===== src/rtl/pe_status_pkg.sv =====
package pe_status_pkg;
  typedef enum logic [1:0] {
    OP_IDLE  = 2'd0,
    OP_PROG  = 2'd1,
    OP_ERASE = 2'd2
  } op_e;

  function automatic int unsigned max_u(int unsigned a, int unsigned b);
    return (a > b) ? a : b;
  endfunction
endpackage


===== src/rtl/pe_op_timer.sv =====
module pe_op_timer
  import pe_status_pkg::*;
#(
  parameter int unsigned PROG_CYCLES  = 2500,
  parameter int unsigned ERASE_CYCLES = 500000000
) (
  input  logic clk_i,
  input  logic rst_ni,
  input  logic prog_start_i,
  input  logic erase_start_i,
  input  logic load_msb_i,
  output logic accept_o,
  output logic busy_o,
  output logic poll_bit_o
);
  localparam int unsigned MAX_CYC = max_u(PROG_CYCLES, ERASE_CYCLES);
  localparam int unsigned CNT_W   = (MAX_CYC < 2) ? 1 : $clog2(MAX_CYC);
  localparam logic [CNT_W-1:0] PROG_LAST  = CNT_W'(PROG_CYCLES - 1);
  localparam logic [CNT_W-1:0] ERASE_LAST = CNT_W'(ERASE_CYCLES - 1);

  op_e              req_op;
  logic [CNT_W-1:0] cnt_q;
  logic             busy_q;
  logic             poll_q;

  // erase outranks program when both strobes coincide
  always_comb begin
    if (erase_start_i)     req_op = OP_ERASE;
    else if (prog_start_i) req_op = OP_PROG;
    else                   req_op = OP_IDLE;
  end

  assign accept_o = !busy_q && (req_op != OP_IDLE);

  always_ff @(posedge clk_i or negedge rst_ni) begin
    if (!rst_ni) begin
      busy_q <= 1'b0;
      cnt_q  <= '0;
      poll_q <= 1'b0;
    end else if (accept_o) begin
      busy_q <= 1'b1;
      cnt_q  <= (req_op == OP_ERASE) ? ERASE_LAST : PROG_LAST;
      poll_q <= (req_op == OP_ERASE) ? 1'b0 : ~load_msb_i;
    end else if (busy_q) begin
      if (cnt_q == '0) busy_q <= 1'b0;
      else             cnt_q  <= cnt_q - 1'b1;
    end
  end

  assign busy_o     = busy_q;
  assign poll_bit_o = poll_q;
endmodule


===== src/rtl/pe_toggle.sv =====
module pe_toggle (
  input  logic clk_i,
  input  logic rst_ni,
  input  logic accept_i,
  input  logic busy_i,
  input  logic rd_i,
  output logic tog_o
);
  logic tog_q;

  always_ff @(posedge clk_i or negedge rst_ni) begin
    if (!rst_ni)              tog_q <= 1'b0;
    else if (accept_i)        tog_q <= 1'b0;
    else if (busy_i && rd_i)  tog_q <= ~tog_q;
  end

  assign tog_o = tog_q;
endmodule


===== src/rtl/pe_status_mux.sv =====
module pe_status_mux #(
  parameter int unsigned DW = 8
) (
  input  logic          busy_i,
  input  logic          poll_bit_i,
  input  logic          tog_i,
  input  logic [DW-1:0] rd_data_i,
  output logic [DW-1:0] rdata_o
);
  localparam int unsigned LOW_W = DW - 2;

  always_comb begin
    if (busy_i) rdata_o = {poll_bit_i, tog_i, rd_data_i[LOW_W-1:0]};
    else        rdata_o = rd_data_i;
  end
endmodule


===== src/rtl/pe_status_gen.sv =====
module pe_status_gen #(
  parameter int unsigned PROG_CYCLES  = 2500,
  parameter int unsigned ERASE_CYCLES = 500000000
) (
  input  logic       clk_i,
  input  logic       rst_ni,
  input  logic       prog_start_i,
  input  logic       erase_start_i,
  input  logic       load_msb_i,
  input  logic       rd_i,
  input  logic [7:0] rd_data_i,
  output logic       busy_o,
  output logic [7:0] rdata_o
);
  logic accept;
  logic busy;
  logic poll_bit;
  logic tog;

  pe_op_timer #(
    .PROG_CYCLES (PROG_CYCLES),
    .ERASE_CYCLES(ERASE_CYCLES)
  ) u_timer (
    .clk_i        (clk_i),
    .rst_ni       (rst_ni),
    .prog_start_i (prog_start_i),
    .erase_start_i(erase_start_i),
    .load_msb_i   (load_msb_i),
    .accept_o     (accept),
    .busy_o       (busy),
    .poll_bit_o   (poll_bit)
  );

  pe_toggle u_toggle (
    .clk_i   (clk_i),
    .rst_ni  (rst_ni),
    .accept_i(accept),
    .busy_i  (busy),
    .rd_i    (rd_i),
    .tog_o   (tog)
  );

  pe_status_mux #(.DW(8)) u_mux (
    .busy_i    (busy),
    .poll_bit_i(poll_bit),
    .tog_i     (tog),
    .rd_data_i (rd_data_i),
    .rdata_o   (rdata_o)
  );

  assign busy_o = busy;
endmodule


===== config.mk =====
export PLATFORM = sky130hd
export DESIGN_NAME = pe_status_gen
export DESIGN_NICKNAME = d
export VERILOG_FILES = /design/src/rtl/pe_status_pkg.sv /design/src/rtl/pe_op_timer.sv /design/src/rtl/pe_toggle.sv /design/src/rtl/pe_status_mux.sv /design/src/rtl/pe_status_gen.sv
export SDC_FILE = /design/constraint.sdc
export NUM_CORES = 1
export LEC_CHECK = 0
export BUFFER_PORTS_ARGS = -buffer_cell sky130_fd_sc_hd__buf_2
export CAP_MARGIN = 20
export CORE_UTILIZATION = 60
export DETAILED_ROUTE_END_ITERATION = 8
export MAX_ROUTING_LAYER = met4
export PLACE_DENSITY_LB_ADDON = 0.05
export RECOVER_POWER = 25
export SYNTH_ARGS = -nofsm -noshare
export SYNTH_HDL_FRONTEND = slang
export SYNTH_HIERARCHICAL = 1
export SYNTH_SLANG_ARGS = --single-unit

===== constraint.sdc =====
create_clock -name clk_i -period 6.88 [get_ports clk_i]
set_input_delay 1.376 -clock clk_i [delete_from_list [all_inputs] [get_ports clk_i]]
set_output_delay 1.376 -clock clk_i [all_outputs]
set_load 0.005 [all_outputs]

==> metrics.txt, run 1 <==
number of flops mapped to enable cells by yosys=0; number of maximum-capacitance violations=1; endpoint required time on the critical path=5500 ps; via count of the routed design=1,799; Gate Count Post-Synth=222; First DRT Iteration DRCs=145; number of buffers inserted by post-CTS setup repair=0; Synthesized Nets=238; kind of critical path=in -> out; count of final setup violators=0; post-DP HPWL=3310 um; final antenna-violating net count=0; standard-cell row count=20; count of final max-slew check failures=33; Core ar.=3130 um2; standby leakage power=0.843 nW; net switching share of the total power=0.326; register share of total power=0.561; FF+latch count, synth=32; width of the die=59.9 um; Die Footprint=3590 um2; largest stage delay on the critical path=250 ps; number of antenna violations at the first check in global routing=0; post-CTS sizing=0; layout net count=239; Seq/Total Area, Yosys=0.398; Avg Synthesized Cell Area=9.06 um2; classification of the worst-slack hold path=reg -> reg; growth of design area from synthesis to finish=3.86%; Worst Hold Path Cells=2; Worst Clk Skew=5.64 ps; run status=finished with violations; CTS Buf Count=5; type of element launching the critical path=input pin; Tightest Pin Transition=1710 ps; endpoint kind of the worst setup timing path=output pin; most common cell after layout, fill and taps aside=dfrtp_1; P_sw=0.153 mW; largest net degree at the start of global routing=33; Top cell by count, worst path=buf_2; vias in the first global route=1,664; leading cell types in the layout, fill and taps excluded=dfrtp_1, nor2_1, nand2_1; cell-internal power=0.317 mW; cells along the critical path=buf_2 -> mux2_2 -> buf_2; detailed-route DRC error count=0; slew margin rel.=-0.143; clock slew at reported path FFs=100 ps; pwr dens=225 nW/um2; clock root buffer master=clkbuf_4; I/O pin count=23; CTS hold repair buffers=0; y dimension of the die=59.9 um; highest clock rate=0.310 GHz; share of power burned in the clock network=0.248; htree depth=2; total negative slack=0 ps; worst reg-to-reg path cell count=5; critical path's slowest cell=mux2_2; Cell Area, Synth=2010 um2; post-detailed-route wirelength per cell=18.1 um; Clock Latency Late Sink=340 ps; final global-route overflow total=0; layout cell share with drive strength beyond 1=0.134; Max VDD drop=158 uV; crit path time final=3220 ps; unrepaired setup endpoints after global routing=false; Initial Utilization=0.643; drt first pass iters=4; Via-to-Cell Ratio=6.71; post-synthesis async set-or-reset flop share=1.00; TritonCTS clock tree=built; CP Data Arrival Time=1850 ps; wire length of the first global-routing pass=7950 um; count of input and output buffers=10; instance area after placement=2030 um2; Detailed Route WL=4840 um; number of warnings reported in the yosys synthesis log=6; period utilization=0.468; primary flip-flop cell chosen by synthesis mapping=dfrtp_1; flop2flop setup slack=4010 ps; Comb pwr share=0.191; final count of hold timing violations=0; violated checks=max-capacitance violations, max-slew violations; count of inserted antenna diode cells=0; Clock Path Buffers=2; library cells used by synthesis=60; routability cong.=0.880; overall routing resource usage=0.316; final standard cell area without fillers=2090 um2; Critical Path Fanout Max=1; Sink Count=32
-- cell usage after synthesis (3+ instances only) --
master,count,share of area
or3_1,5,0.016
a21oi_1,13,0.032
nand3_1,7,0.017
nand2b_1,4,0.012
buf_4,6,0.022
a31oi_1,5,0.016
o211ai_1,3,0.011
buf_2,5,0.012
a211oi_1,3,0.011
nand2_1,16,0.030
clkbuf_1,6,0.011
dfrtp_1,32,0.40
nor2_1,19,0.035
or4_4,3,0.017
or4_1,3,0.011
nor4_1,9,0.028
nor3_1,5,0.012
nand4_1,4,0.012
and3_1,3,0.0093
o21a_1,4,0.015
inv_1,7,0.013
o21ai_0,8,0.020
-- metrics by stage --
stage	hold WS, ps	util	setup slack (ps)	total power, mW	cells
after CTS	488	0.668	3650	0.470	268
final	485	0.668	3660	0.470	268
after floorplan	443	-	3880	0.329	222
after global routing	509	0.668	3640	0.497	268
after global placement	463	0.650	3670	0.347	260
after detailed placement	465	0.650	3660	0.355	260
-- cell families after synthesis --
group	after synthesis	share of synthesized area
buf+inv	24	0.0591
simple gates	94	0.273
compound gates	63	0.224
xor+xnor	4	0.0174
flops	32	0.398
fa+ha+maj	2	0.0124
mux	3	0.0162
-- worst max-delay path, delay by kind of cell --
kind | cells | cell delay (ps)
buf+inv | 2 | 220
mux | 1 | 250
-- worst paths after layout --
kind / startpoint / to
worst max-delay path: rd_data_i[7] / rdata_o[7]
worst min-delay path: u_timer/poll_bit_o / u_timer/poll_bit_o
worst max register to register: u_timer/cnt_q[24] / u_timer/cnt_q[26]
worst min register to register: u_timer/poll_bit_o / u_timer/poll_bit_o
max in group asynchronous: rst_ni / u_timer/cnt_q[15]
min in group asynchronous: rst_ni / u_timer/cnt_q[22]
-- flip-flops by register name (all words and copies together) (netlist names) --
register / cells
u_timer/busy_o: 1
u_timer/cnt_q: 29
u_timer/poll_bit_o: 1
u_toggle/tog_o: 1
-- power groups by stage --
stage / clock, mW / sequential, mW / combinational [mW]
5_1_grt: 0.124 / 0.271 / 0.102
2_1_floorplan: 0 / 0.254 / 0.0751
3_5_place_dp: 0 / 0.265 / 0.0901
4_1_cts: 0.118 / 0.262 / 0.0903
6_report: 0.117 / 0.264 / 0.0897
3_3_place_gp: 0 / 0.263 / 0.0842
-- layer usage --
metal,track usage,vias up,wire (um)
li1,-,841,-
met1,0.407,874,2140
met2,0.486,76,2270
met3,0.0671,8,382
met4,0.123,0,56
met5,-,-,0
-- area by class of cell --
class | count | area, um2
Timing Repair Buffer | 11 | 56.3
Multi-Input combinational cell | 166 | 1090
Inverter | 7 | 26.3
Fill cell | 281 | 1040
Sequential cell | 32 | 801
Clock buffer | 8 | 58.8
Tap cell | 44 | 55.1
Power figures use the tool's default switching activity.
==> inputs of run 2 (changes only) <==
--- a/config.mk
+++ b/config.mk
@@ -5,9 +5,10 @@
 export SDC_FILE = /design/constraint.sdc
 export NUM_CORES = 1
 export LEC_CHECK = 0
+export ABC_AREA = 1
 export BUFFER_PORTS_ARGS = -buffer_cell sky130_fd_sc_hd__buf_2
 export CAP_MARGIN = 20
-export CORE_UTILIZATION = 60
+export CORE_UTILIZATION = 59
 export DETAILED_ROUTE_END_ITERATION = 8
 export MAX_ROUTING_LAYER = met4
 export PLACE_DENSITY_LB_ADDON = 0.05
==> constraint.sdc (replaced) <==
create_clock -name clk_i -period 3.03 [get_ports clk_i]
set_input_delay 0.606 -clock clk_i [delete_from_list [all_inputs] [get_ports clk_i]]
set_output_delay 0.606 -clock clk_i [all_outputs]
set_load 0.005 [all_outputs]
==> metrics.txt, run 2 <==
run status=finished with violations; violated checks=max-capacitance violations, max-slew violations; library cells used by synthesis=26; count of final max-slew check failures=33; CTS hold repair buffers=0; unrepaired setup endpoints after global routing=false; Via-to-Cell Ratio=5.25; standby leakage power=1.21 nW; Largest Register=u_timer/cnt_q; layout net count=376; Die Footprint=4070 um2; Top cell by count, worst path=nand2_1; type of element launching the critical path=flip-flop; post-DP HPWL=3850 um; final antenna-violating net count=0; Gate Count Post-Synth=354; Initial Utilization=0.616; number of fill cells=336; Detailed Route WL=5110 um; instance count on the critical path=13; overall routing resource usage=0.295; classification of the worst-slack hold path=reg -> reg; period utilization=0.635; pwr dens=323 nW/um2; count of inserted antenna diode cells=0; number of maximum-capacitance violations=1; count of input and output buffers=10; wire length of the first global-routing pass=8880 um; count of final setup violators=0; flop2flop setup slack=1110 ps; post-CTS sizing=0; largest stage delay on the critical path=350 ps; number of buffers inserted by post-CTS setup repair=0; post-detailed-route wirelength per cell=12.5 um; clock root buffer master=clkbuf_8; most frequently used cell type in the post-synthesis netlist=nand2_1; cell type with the highest aggregate area in the netlist=dfrtp_1; kind of critical path=reg -> reg; width of the die=63.8 um; Worst Hold Path Cells=2; number of flops mapped to enable cells by yosys=0; Inst Count DP=401; worst reg-to-reg path cell count=13; Clock Latency Late Sink=290 ps; Cell Area, Synth=2260 um2; cells along the critical path=inv_1 -> ha_1 -> nand2_1 -> nor2_1 -> nand2_1 -> nor2_1 -> nand2_1 -> nand2_2 -> nand2_4 -> inv_6 -> nand2_1 -> nand2_1 -> inv_1; Critical Path Fanout Max=26; number of warnings reported in the yosys synthesis log=6; critical path's slowest cell=dfrtp_1; drt first pass iters=5; Sink Count=32; I/O pin count=23; final count of hold timing violations=0; most common cell after layout, fill and taps aside=nand2_1; Tightest Pin Transition=1670 ps; Largest register FFs=29; Yosys top cell area share=0.355; largest net degree at the start of global routing=33; total negative slack=0 ps; growth of design area from synthesis to finish=3.94%; crit path time final=1920 ps; Synthesized Nets=370; primary flip-flop cell chosen by synthesis mapping=dfrtp_1; layout cell share with drive strength beyond 1=0.0694; Top delay family on crit path=simple AND/OR/NAND/NOR gates; register area=801 um2; CTS Buf Count=5; number of buffer and inverter stages on the critical path=3; Multi-input gate area=1210 um2; First DRT Iteration DRCs=132; detailed-route DRC error count=0; highest clock rate=0.520 GHz; dominant cells by area after synthesis=dfrtp_1, nand2_1, nor2_1; post-synthesis async set-or-reset flop share=1.00; Max VDD drop=233 uV; Avg Synthesized Cell Area=6.37 um2; Seq/Total Area, Yosys=0.355; htree depth=2; Final Power=0.758 mW; Post-synth top cells=nand2_1, nor2_1, inv_1, dfrtp_1, nand3_1; vias in the first global route=1,924; y dimension of the die=63.8 um; slew margin rel.=-0.110; clock slew at reported path FFs=70 ps; final global-route overflow total=0; TritonCTS clock tree=built; Worst Clk Skew=9.83 ps; routability cong.=0.949; CP Data Arrival Time=2110 ps; endpoint required time on the critical path=3210 ps; via count of the routed design=2,144; Non-Filler Instances=408; Clock Path Buffers=2; leading cell types in the layout, fill and taps excluded=nand2_1, nor2_1, inv_1; FF+latch count, synth=32; Core ar.=3660 um2; number of antenna violations at the first check in global routing=0; endpoint kind of the worst setup timing path=flip-flop; standard-cell row count=22
## run 2: tightest hold or removal path, stage by stage, from the launching register on
cell     delay [ps]
dfrtp_1         350
nand2_1          50
o21ai_0          60
## run 2: worst paths after layout
| check | startpoint | end |
|---|---|---|
| max in group asynchronous | rst_ni | u_timer/cnt_q[6] |
| setup reg to reg | u_timer/cnt_q[0] | u_timer/cnt_q[23] |
| min in group asynchronous | rst_ni | u_timer/busy_o |
| setup / recovery | u_timer/cnt_q[0] | u_timer/cnt_q[23] |
| hold / removal | u_timer/poll_bit_o | u_timer/poll_bit_o |
| hold reg to reg | u_timer/poll_bit_o | u_timer/poll_bit_o |
## run 2: report_power, final
part	internal [mW]	total (mW)	leakage, nW	switching, mW
clock network	0.156	0.307	0.0410	0.151
registers	0.429	0.431	0.399	0.00192
logic	0.00651	0.0201	0.773	0.0136
total	0.592	0.758	1.21	0.166
## run 2: kinds of logic after synthesis
logic type | share of synthesized area
buf+inv | 0.107
xor+xnor | 0.0311
fa+ha+maj | 0.0111
compound gates | 0.0815
flops | 0.355
simple gates | 0.414
## run 2: final cells by class
| class | instances | area share |
|---|---|---|
| clock buffers | 6 | 0.0309 |
| multi-input cells | 275 | 0.518 |
| flip-flops and latches | 32 | 0.342 |
| repair buffers | 11 | 0.0240 |
| well taps | 48 | 0.0256 |
| inverters | 35 | 0.0582 |
| clock inverters | 1 | 0.00213 |
## run 2: per-stage QoR
step | cell area, um2 | setup slack, ps | utilization | hold slack, ps
floorplan | 2260 | 1490 | - | 310
global placement | 2270 | 881 | 0.620 | 497
detailed placement | 2270 | 863 | 0.620 | 486
CTS | 2350 | 1130 | 0.641 | 390
global route | 2340 | 869 | 0.640 | 528
finish | 2340 | 1110 | 0.640 | 494
## run 2: per-layer routing
layer | track usage | wire length [um] | share of wire
met1 | 0.386 | 2390 | 0.47
met2 | 0.461 | 2330 | 0.46
met3 | 0.0536 | 317 | 0.062
met4 | 0.0938 | 68 | 0.013
met5 | - | 0 | 0
==> inputs of run 3 (changes only) <==
--- a/config.mk
+++ b/config.mk
@@ -8,7 +8,7 @@
 export ABC_AREA = 1
 export BUFFER_PORTS_ARGS = -buffer_cell sky130_fd_sc_hd__buf_2
 export CAP_MARGIN = 20
-export CORE_UTILIZATION = 59
+export CORE_UTILIZATION = 53
 export DETAILED_ROUTE_END_ITERATION = 8
 export MAX_ROUTING_LAYER = met4
 export PLACE_DENSITY_LB_ADDON = 0.05
==> constraint.sdc (replaced) <==
create_clock -name clk_i -period 1.69 [get_ports clk_i]
set_input_delay 0.338 -clock clk_i [delete_from_list [all_inputs] [get_ports clk_i]]
set_output_delay 0.338 -clock clk_i [all_outputs]
set_load 0.005 [all_outputs]
==> metrics.txt, run 3 (synthesized netlist as in run 2, its figures left out) <==
classification of the worst-slack hold path=in -> async; type of element launching the critical path=flip-flop; wire length of the first global-routing pass=9790 um; Sink Count=32; slew margin rel.=0.451; crit path time final=1710 ps; smallest setup slack after layout=-18.7 ps; htree depth=2; endpoint required time on the critical path=1870 ps; Largest Register=u_timer/cnt_q; via count of the routed design=2,367; number of maximum-capacitance violations=0; post-DP HPWL=4360 um; top routing layer in use=met4; standard-cell row count=23; Max VDD drop=421 uV; Worst Clk Skew=6.93 ps; Inst Count DP=430; final count of hold timing violations=0; final antenna-violating net count=0; Largest register FFs=29; largest stage delay on the critical path=410 ps; unrepaired setup endpoints after global routing=true; layout net count=414; standby leakage power=1.44 nW; overall routing resource usage=0.306; post-detailed-route wirelength per cell=14.5 um; routability cong.=0.950; Via-to-Cell Ratio=5.27; Top cell by count, worst path=nand2_1; count of input and output buffers=10; largest net degree at the start of global routing=33; Final Power=1.44 mW; vias in the first global route=2,080; number of antenna violations at the first check in global routing=0; detailed-route DRC error count=0; y dimension of the die=67.2 um; count of inserted antenna diode cells=0; CTS hold repair buffers=0; drt first pass iters=5; total length of routed met2 wires=3130 um; growth of design area from synthesis to finish=28.0%; Clock Latency Late Sink=290 ps; layout cell share with drive strength beyond 1=0.281; critical path's slowest cell=dfrtp_1; cells along the critical path=inv_2 -> ha_4 -> nand2_2 -> nor2_2 -> nand2_1 -> nor2_1 -> nand2_1 -> nand2_4 -> nand2_8 -> clkbuf_16 -> nand3_1 -> nand2_1; highest clock rate=0.585 GHz; width of the die=67.2 um; count of final setup violators=3; met1 routed wirelength after detailed routing=2870 um; CTS Buf Count=5; DP Worst Slack=9.61 ps; kind of critical path=reg -> reg; I/O pin count=23; run status=finished with violations; Core ar.=4060 um2; period utilization=1.01; violated checks=negative setup slack; pwr dens=500 nW/um2; Tightest Pin Transition=823 ps; TritonCTS clock tree=built; most common cell after layout, fill and taps aside=nand2_1; Non-Filler Instances=449; Critical Path Fanout Max=6; leading cell types in the layout, fill and taps excluded=nand2_1, nor2_1, buf_4; Initial Utilization=0.556; Clock Path Buffers=2; endpoint kind of the worst setup timing path=flip-flop; Detailed Route WL=6520 um; Die Footprint=4520 um2; CP Data Arrival Time=1890 ps; total negative slack=-29.9 ps; count of final max-slew check failures=0; Met3 Wirelength=459 um; worst hold slack=218 ps; clock slew at reported path FFs=70 ps; final global-route overflow total=0; clock root buffer master=clkbuf_8; First DRT Iteration DRCs=199
[run 3: cell count changes in the layout (fill, tap and decap cells not counted), moves of 3 or more]
cell,delta
dfrtp_1,-3
buf_4,+31
nand2_1,-12
nor2_2,+19
o21ai_0,-3
nand2_2,+9
inv_2,+3
inv_1,-3
dfrtp_2,+3
nand2_4,+3
nor2_4,+3
nor2_1,-22
[run 3: final timing paths]
path | startpoint | end | slack (ps) | depth (start not counted)
min reg2reg | u_timer/poll_bit_o | u_timer/poll_bit_o | 550 | 2
max in group asynchronous | rst_ni | u_timer/cnt_q[21] | 900 | 2
min | rst_ni | u_timer/cnt_q[8] | 220 | 2
max | u_timer/cnt_q[1] | u_timer/cnt_q[27] | -20 | 12
max reg2reg | u_timer/cnt_q[1] | u_timer/cnt_q[27] | -20 | 12
min in group clk_i | load_msb_i | u_timer/poll_bit_o | 270 | 2
[run 3: routing by layer]
metal | vias to the layer above | GRT usage
met5 | - | -
met1 | 1099 | 0.408
met2 | 85 | 0.455
met4 | 0 | 0.120
met3 | 5 | 0.0574
li1 | 1178 | -
[run 3: worst max-delay path: cells and delay by family, from the launching register on]
| family | cells | cell delay, ps |
|---|---|---|
| and+or+nand+nor | 9 | 790 |
| buffers and inverters | 2 | 270 |
| DFF | 1 | 410 |
| adders and majority gates | 1 | 120 |
[run 3: layout make-up]
class	instances	area (um2)
multi-input combinational	276	1390
inverter	35	144
timing repair buffer	48	397
tap	50	62.6
clock buffer	7	86.3
fill	332	1170
clock inverter	1	7.51
sequential	32	805
[run 3: metrics by stage]
step | instance area, um2 | utilization
after floorplan | 2260 | -
after global placement | 2500 | 0.616
after detailed placement | 2500 | 0.616
after CTS | 2590 | 0.639
after global routing | 2890 | 0.711
final | 2890 | 0.711
[run 3: timing repair]
item | in CTS | in global routing
endpoints found under the setup margin | 0 | 27
setup buffers | 0 | 8
endpoints found under the hold margin | 0 | 0
resized for setup | 0 | 61
[run 3: power by group]
part / switching (mW) / internal, mW
clock network: 0.302 / 0.331
registers: 0.00296 / 0.769
logic: 0.0251 / 0.0128
